==> src/rtl/pio_mux_ctrl.sv <==
module pio_mux_ctrl #(
  parameter int N  = 32,
  parameter int AW = 12
) (
  input  logic          clk,
  input  logic          rst_n,
  input  logic [AW-1:0] reg_addr,
  input  logic          reg_we,
  input  logic          reg_re,
  input  logic [N-1:0]  reg_wdata,
  output logic [N-1:0]  reg_rdata,
  input  logic [N-1:0]  pad_in,
  input  logic [N-1:0]  pad_drv,
  output logic [N-1:0]  pad_out,
  output logic [N-1:0]  pad_oe,
  input  logic [N-1:0]  per_a_in,
  output logic [N-1:0]  per_a_out,
  input  logic [N-1:0]  per_b_in,
  output logic [N-1:0]  per_b_out,
  output logic          irq
);
  localparam int WIN = 9;

  logic [WIN-1:0] a;
  logic [N-1:0] own, oen, filt, imsk, mdrv, pull, sel, owen, odata;
  logic [N-1:0] s1_in, s2_in, s1_drv, s2_drv, latch, undrv, flags;
  logic [N-1:0] samp, nval, chg;
  logic         flag_rd;

  assign a       = reg_addr[WIN-1:0];
  assign samp    = own & ~oen;
  assign nval    = s2_in & s2_drv;
  assign chg     = samp & (nval ^ latch);
  assign flag_rd = reg_re && a == 9'h04C;
  assign irq     = |(flags & imsk);

  assign pad_oe    = own & oen | ~own;
  assign pad_out   = own & odata & oen | ~own & (sel & per_b_in | ~sel & per_a_in);
  assign per_a_out = ~own & ~sel & pad_in;
  assign per_b_out = ~own &  sel & pad_in;

  function automatic logic [N-1:0] upd(input logic [N-1:0] cur,
                                       input logic set, input logic clr,
                                       input logic [N-1:0] d);
    return set ? (cur | d) : clr ? (cur & ~d) : cur;
  endfunction

  always_ff @(posedge clk or negedge rst_n) begin
    if (!rst_n) begin
      own <= '1; oen <= '0; filt <= '0; imsk <= '0; mdrv <= '0;
      pull <= '0; sel <= '0; owen <= '0; odata <= '0;
    end else if (reg_we) begin
      own  <= upd(own,  a == 9'h000, a == 9'h004, reg_wdata);
      oen  <= upd(oen,  a == 9'h010, a == 9'h014, reg_wdata);
      filt <= upd(filt, a == 9'h020, a == 9'h024, reg_wdata);
      imsk <= upd(imsk, a == 9'h040, a == 9'h044, reg_wdata);
      mdrv <= upd(mdrv, a == 9'h050, a == 9'h054, reg_wdata);
      pull <= upd(pull, a == 9'h064, a == 9'h060, reg_wdata);
      sel  <= upd(sel,  a == 9'h074, a == 9'h070, reg_wdata);
      owen <= upd(owen, a == 9'h0A0, a == 9'h0A4, reg_wdata);
      if (a == 9'h038) odata <= (odata & ~owen) | (reg_wdata & owen);
      else             odata <= upd(odata, a == 9'h030, a == 9'h034, reg_wdata);
    end
  end

  always_ff @(posedge clk or negedge rst_n) begin
    if (!rst_n) begin
      s1_in <= '0; s2_in <= '0; s1_drv <= '0; s2_drv <= '0;
      latch <= '0; undrv <= '1; flags <= '0;
    end else begin
      s1_in  <= pad_in;  s2_in  <= s1_in;
      s1_drv <= pad_drv; s2_drv <= s1_drv;
      latch  <= (latch & ~samp) | (nval & samp);
      undrv  <= (undrv & ~samp) | (~s2_drv & samp);
      flags  <= (flag_rd ? '0 : flags) | chg;
    end
  end

  always_comb begin
    case (a)
      9'h008:  reg_rdata = own;
      9'h018:  reg_rdata = oen;
      9'h028:  reg_rdata = filt;
      9'h038:  reg_rdata = odata;
      9'h03C:  reg_rdata = (latch & ~undrv) | (pull & undrv);
      9'h048:  reg_rdata = imsk;
      9'h04C:  reg_rdata = flags;
      9'h058:  reg_rdata = mdrv;
      9'h068:  reg_rdata = pull;
      9'h078:  reg_rdata = sel;
      9'h0A8:  reg_rdata = owen;
      default: reg_rdata = '0;
    endcase
  end

  p_set_only_r2: assert property (@(posedge clk) disable iff (!rst_n)
    (reg_we && a == 9'h010) |=> ((oen & $past(reg_wdata)) == $past(reg_wdata)) &&
                                (((oen ^ $past(oen)) & ~$past(reg_wdata)) == '0));

  p_odsr_mask_r4: assert property (@(posedge clk) disable iff (!rst_n)
    (reg_we && a == 9'h038) |=> ((odata ^ $past(odata)) & ~$past(owen)) == '0);

  p_flag_src_r6: assert property (@(posedge clk) disable iff (!rst_n)
    1'b1 |=> ((flags & ~$past(flags)) & ~$past(samp)) == '0);

  p_clr_irq_r8: assert property (@(posedge clk) disable iff (!rst_n)
    (flag_rd && chg == '0) |=> !irq);

  p_one_periph_r9: assert property (@(posedge clk) disable iff (!rst_n)
    (per_a_out & per_b_out) == '0);
endmodule

==> config.mk <==
export PLATFORM = sky130hd
export DESIGN_NAME = pio_mux_ctrl
export DESIGN_NICKNAME = d
export VERILOG_FILES = /design/src/rtl/pio_mux_ctrl.sv
export SDC_FILE = /design/constraint.sdc
export NUM_CORES = 1
export LEC_CHECK = 0
export ABC_AREA = 1
export BUFFER_PORTS_ARGS = -buffer_cell sky130_fd_sc_hd__clkbuf_2
export CAP_MARGIN = 20
export CORE_UTILIZATION = 50
export DETAILED_ROUTE_END_ITERATION = 7
export PLACE_DENSITY = 0.71
export SYNTH_ARGS = -nofsm -noshare
export SYNTH_HDL_FRONTEND = slang
export SYNTH_SLANG_ARGS = --single-unit
==> constraint.sdc <==
create_clock -name clk -period 4.1 [get_ports clk]
set_input_delay 0.615 -clock clk [delete_from_list [all_inputs] [get_ports clk]]
set_output_delay 0.615 -clock clk [all_outputs]
set_load 0.01 [all_outputs]
-- Yosys cells after proc, flatten, opt, wreduce, memory -nomap -nowiden
Cells that the tools add are included.
- flip-flop bits (word level): 512
- output and inout bits: 161
- word-level logic and storage cells: 143
- eq/ne operators: 28
- mux-type cells: 21
- bitwise gates (word level): 57
- reduce and logical (&&, ||, !) cells: 21
- operator list (cell ; number):
    32-bit AND ; 31
    32-bit two-way mux ; 20
    32-bit bitwise OR ; 17
    32-bit case mux with 11 select lines ; 1
    32-bit inverter ; 8
    9-bit by 7-bit == test with 1-bit output, second input constant ; 13
    9-bit by 6-bit == test with 1-bit output, second input constant ; 7
    32-bit OR reduction ; 1
    32-bit bitwise XOR ; 1
    9-bit by 5-bit == test with 1-bit output, second input constant ; 3
    9-bit by 8-bit == test with 1-bit output, second input constant ; 3
    2-bit AND reduction ; 9
    2-bit nonzero test ; 8
    9-bit by 3-bit == test with 1-bit output, second input constant ; 1
    9-bit by 4-bit == test with 1-bit output, second input constant ; 1
    9-bit logical NOT ; 1
    3-bit nonzero test ; 1
    1-bit logical AND ; 1

-- Depth between registers and ports, before layout
- depth in word-level cells: 5
- mapped depth: 10

-- Least setup slack after synthesis
Ideal clock, no wire load.
- path kind: input to output
- start: input reg_addr[8]
- end: output reg_rdata[11]
- arrival time: 1.697 ns
- path slack: 1.788 ns
- stages: 9
- path through: inv_2 buf_4 nand2_1 nor2_1 clkbuf_1 nand3_1 nand2_1 nor2_1 nand3_1
- longest elaborated chain between the ends: 2
- RTL lines (what ; line ; text):
    from (decl) ; 7 ; input logic [AW-1:0] reg_addr,
    9-bit by 8-bit == test with 1-bit output (tied with other cells) ; 80 ; case (a)
    32-bit case mux with 11 select lines * ; 80 ;
    to (decl) ; 11 ; output logic [N-1:0] reg_rdata,
Mark *: on every way between the ends. The rest lies on a longest branch, timed or not.

-- Worst setup path in the final report
- start: input reg_addr[8]
- end: output reg_rdata[27]
The elaborated chain is that of the path after synthesis.

==> impl_metrics.py <==
metrics = {
    "run_status": {
        "status": "finished clean",
    },
    "synth": {
        "synthFlopType": "dfrtp_1",
        "yosys-top-cells-count": "1049 x nand2_1, 513 x nand3_1, 458 x inv_1",
        "synth_nets": 3643,
        "synth_edf_count": 0,
        "synth_cell_types": 25,
        "yosys.area.top_type": "dfrtp_1",
        "synth.top_cells.by_area": "dfrtp_1 44%, nand2_1 15%, nand3_1 10%",
        "synth_top_area_share_pct": 43.78,
        "seq_area_frac_synth_pct": 50.34,
        "yosysWarnings": 0,
        "yosysMostFrequentCell": "nand2_1",
        "synthArstFlopShare_pct": 100.0,
        "syn-instance-count": 3467,
        "synth_xor_area_share_pct": 0,
        "synthAdderAreaFrac_pct": 0,
        "synth_compound_area_share_pct": 8.398,
        "synth_top_family_by_area": "simple AND/OR/NAND/NOR gates",
        "synth_mux_area_share_pct": 0,
        "avgSynthCellArea_um2": 7.387,
        "synthSimpleGateAreaFrac_pct": 31.52,
        "ys_seq_elements": 512,
        "post_synth_instance_area_mm2": 0.02561,
    },
    "pwr": {
        "swShare_pct": 24.90,
        "internal_power_uw": 8921,
        "seqPwrFrac_pct": 48.1,
        "clkPwrFrac_pct": 43.9,
        "total_power_uw": 11880,
        "power_switching_uw": 2957,
        "p_comb_share_pct": 8.0,
        "total_leakage_power_uw": 0.01524,
        "vdd_drop_max_uv": 335.9,
        "powerDensity_mw_per_mm2": 395.5,
    },
    "worst_setup_path": {
        "path_class": "input port to primary output",
        "slowest_stage": "nand2_2",
        "critPathMaxStageDelay_ps": 480,
        "crit_chain": "clkbuf_2, inv_2, nand3_2, nor2_1, nand2_2, buf_4, nor2_1, nor2_1, nand3_1, clkbuf_2",
        "cp-end-kind": "primary output",
        "arrival_ps": 2760,
        "crit_cells": 10,
        "reg2regPathDepth": 4,
        "cp_common_cell": "nor2_1",
        "cpLargestDelayFamily": "simple AND/OR/NAND/NOR gates",
        "required_ps": 3480,
        "crit_path_start_kind": "input port",
        "crit_buf_inv": 4,
        "cp_max_fo": 21,
    },
    "clock_tree": {
        "cts_setup_buffers": 0,
        "h-tree-depth": 2,
        "clk_latency_ps": 610,
        "cts.repair.resized": 0,
        "clockBufferDepth": 3,
        "cts_tree": "done",
        "numCtsBuffers": 55,
        "clk_pin_slew_ps": 60,
        "holdBufCountCts": 0,
        "cts_root_buffer": "clkbuf_16",
        "cts_sinks": 512,
    },
    "cells_and_area": {
        "instances_no_fill": 4471,
        "final_layout_size_suffix_gt1_share_pct": 15.87,
        "fin_nets": 3923,
        "post-route-cell-area_mm2": 0.03003,
        "syn_to_final_growth_pct": 17.27,
    },
    "timing": {
        "finalHoldViolCount": 0,
        "finalSetupViolCount": 0,
        "worst_pin_slew_ps": 1148,
        "fin_skew_ps": 12.99,
        "fin_tns_setup_ps": 0,
        "rsz0062_at_grt": "no",
        "fin_hold_ws_ps": 65.87,
        "slew_viol_final": 0,
        "min_period_over_period_pct": 82.39,
        "fmax_mhz": 296.0,
        "final.min_clock_period_ps": 3378,
        "slew_headroom_pct": 23.20,
    },
    "place": {
        "portBuffers": 333,
        "gp_congestion": 0.8307,
        "dp_cells": 4362,
        "placed_area_mm2": 0.02812,
        "post-dp-hpwl_um": 52110,
    },
    "routing": {
        "ant_nets": 0,
        "drt_first_pass_iters": 5,
        "drt_iter0_markers": 2458,
        "drc": 0,
        "wl_per_cell_um": 18.00,
        "vias": 24120,
        "drt-total-wl_um": 80470,
        "viasPerCell": 5.394,
    },
    "grt": {
        "antenna_found_initial": 6,
        "grt_pass1_vias": 22490,
        "overflow": 0,
        "globalRouteTotalUtil_pct": 30.91,
        "grt_max_degree": 195,
        "grt_pass1_wl_um": 126100,
    },
    "worst_hold_path": {
        "hold_path.class": "input port to asynchronous set/reset pin",
    },
    "floorplanning": {
        "die_h_um": 228.3,
        "std_cell_rows": 82,
        "die_x_um": 228.3,
        "core-area_mm2": 0.05038,
        "io_pins": 337,
        "fp.dieArea_mm2": 0.05213,
        "start_util_pct": 50.84,
    },
    "flow_run": {
        "drv_cap": 0,
    },
}
## cells in the final DEF, fill, tap and decap left out, types with 9 or more instances in the layout
cell type / instances
or2_2: 20
nor2_4: 16
buf_12: 15
clkbuf_16: 57
nand2_1: 1043
clkbuf_8: 15
inv_1: 458
nor2_1: 244
a22o_1: 9
clkbuf_1: 14
clkbuf_2: 332
clkinv_2: 12
dfstp_2: 64
dfrtp_1: 448
o21ai_0: 297
buf_4: 41
o21ai_1: 87
o211ai_1: 20
nand3_1: 511
nor3_1: 59
## power groups by stage
| stage | Clock, µW | Combinational [µW] | Sequential (µW) |
|---|---|---|---|
| 2_1_floorplan | 0 | 551 | 5720 |
| 3_3_place_gp | 0 | 928 | 5780 |
| 3_5_place_dp | 0 | 956 | 5790 |
| 4_1_cts | 5280 | 960 | 5710 |
| 5_1_grt | 5470 | 1100 | 5750 |
| 6_report | 5210 | 954 | 5710 |
## stage by stage
stage	setup WS, ps	utilization, %
final	722.1	59.61
after global routing	666.0	59.60
after CTS	769.7	59.58
after detailed placement	780.3	55.82
after global placement	782.0	55.82
after floorplan	1788	-
## cell type report
class	count	area, µm²
sequential	512	12890
clock buffer	86	1685
timing repair buffer	389	2285
inverter	461	1732
multi-input combinational	2328	10370
fill	4581	20340
antenna	6	15.01
tap	672	840.8
clock inverter	17	212.7
## cells by family after synthesis
kind of cell           Yosys count
DFF                            512
and+or+nand+nor               1915
buffers and inverters          627
AOI/OAI and AO/OA              413
## final timing paths
| path | startpoint | endpoint | slack (ps) |
|---|---|---|---|
| setup / recovery | reg_addr[8] | reg_rdata[27] | 720 |
| hold / removal | rst_n | s2_drv[26] | 70 |
| hold reg to reg | s1_in[0] | s2_in[0] | 340 |
| setup reg to reg | flip-flop | flip-flop | 2800 |
| min in group clk | pad_drv[17] | s1_drv[17] | 110 |
| max in group asynchronous | rst_n | asynchronous set/reset pin | 3050 |
## per-layer routing
layer	vias to the layer above	wire, µm	track usage (%)
li1	11520	-	-
met1	11380	34390	43.59
met2	1056	36630	48.98
met3	161	7174	5.252
met4	0	2275	9.207
met5	-	0	0
No activity file was read; power rests on OpenSTA's default activity.
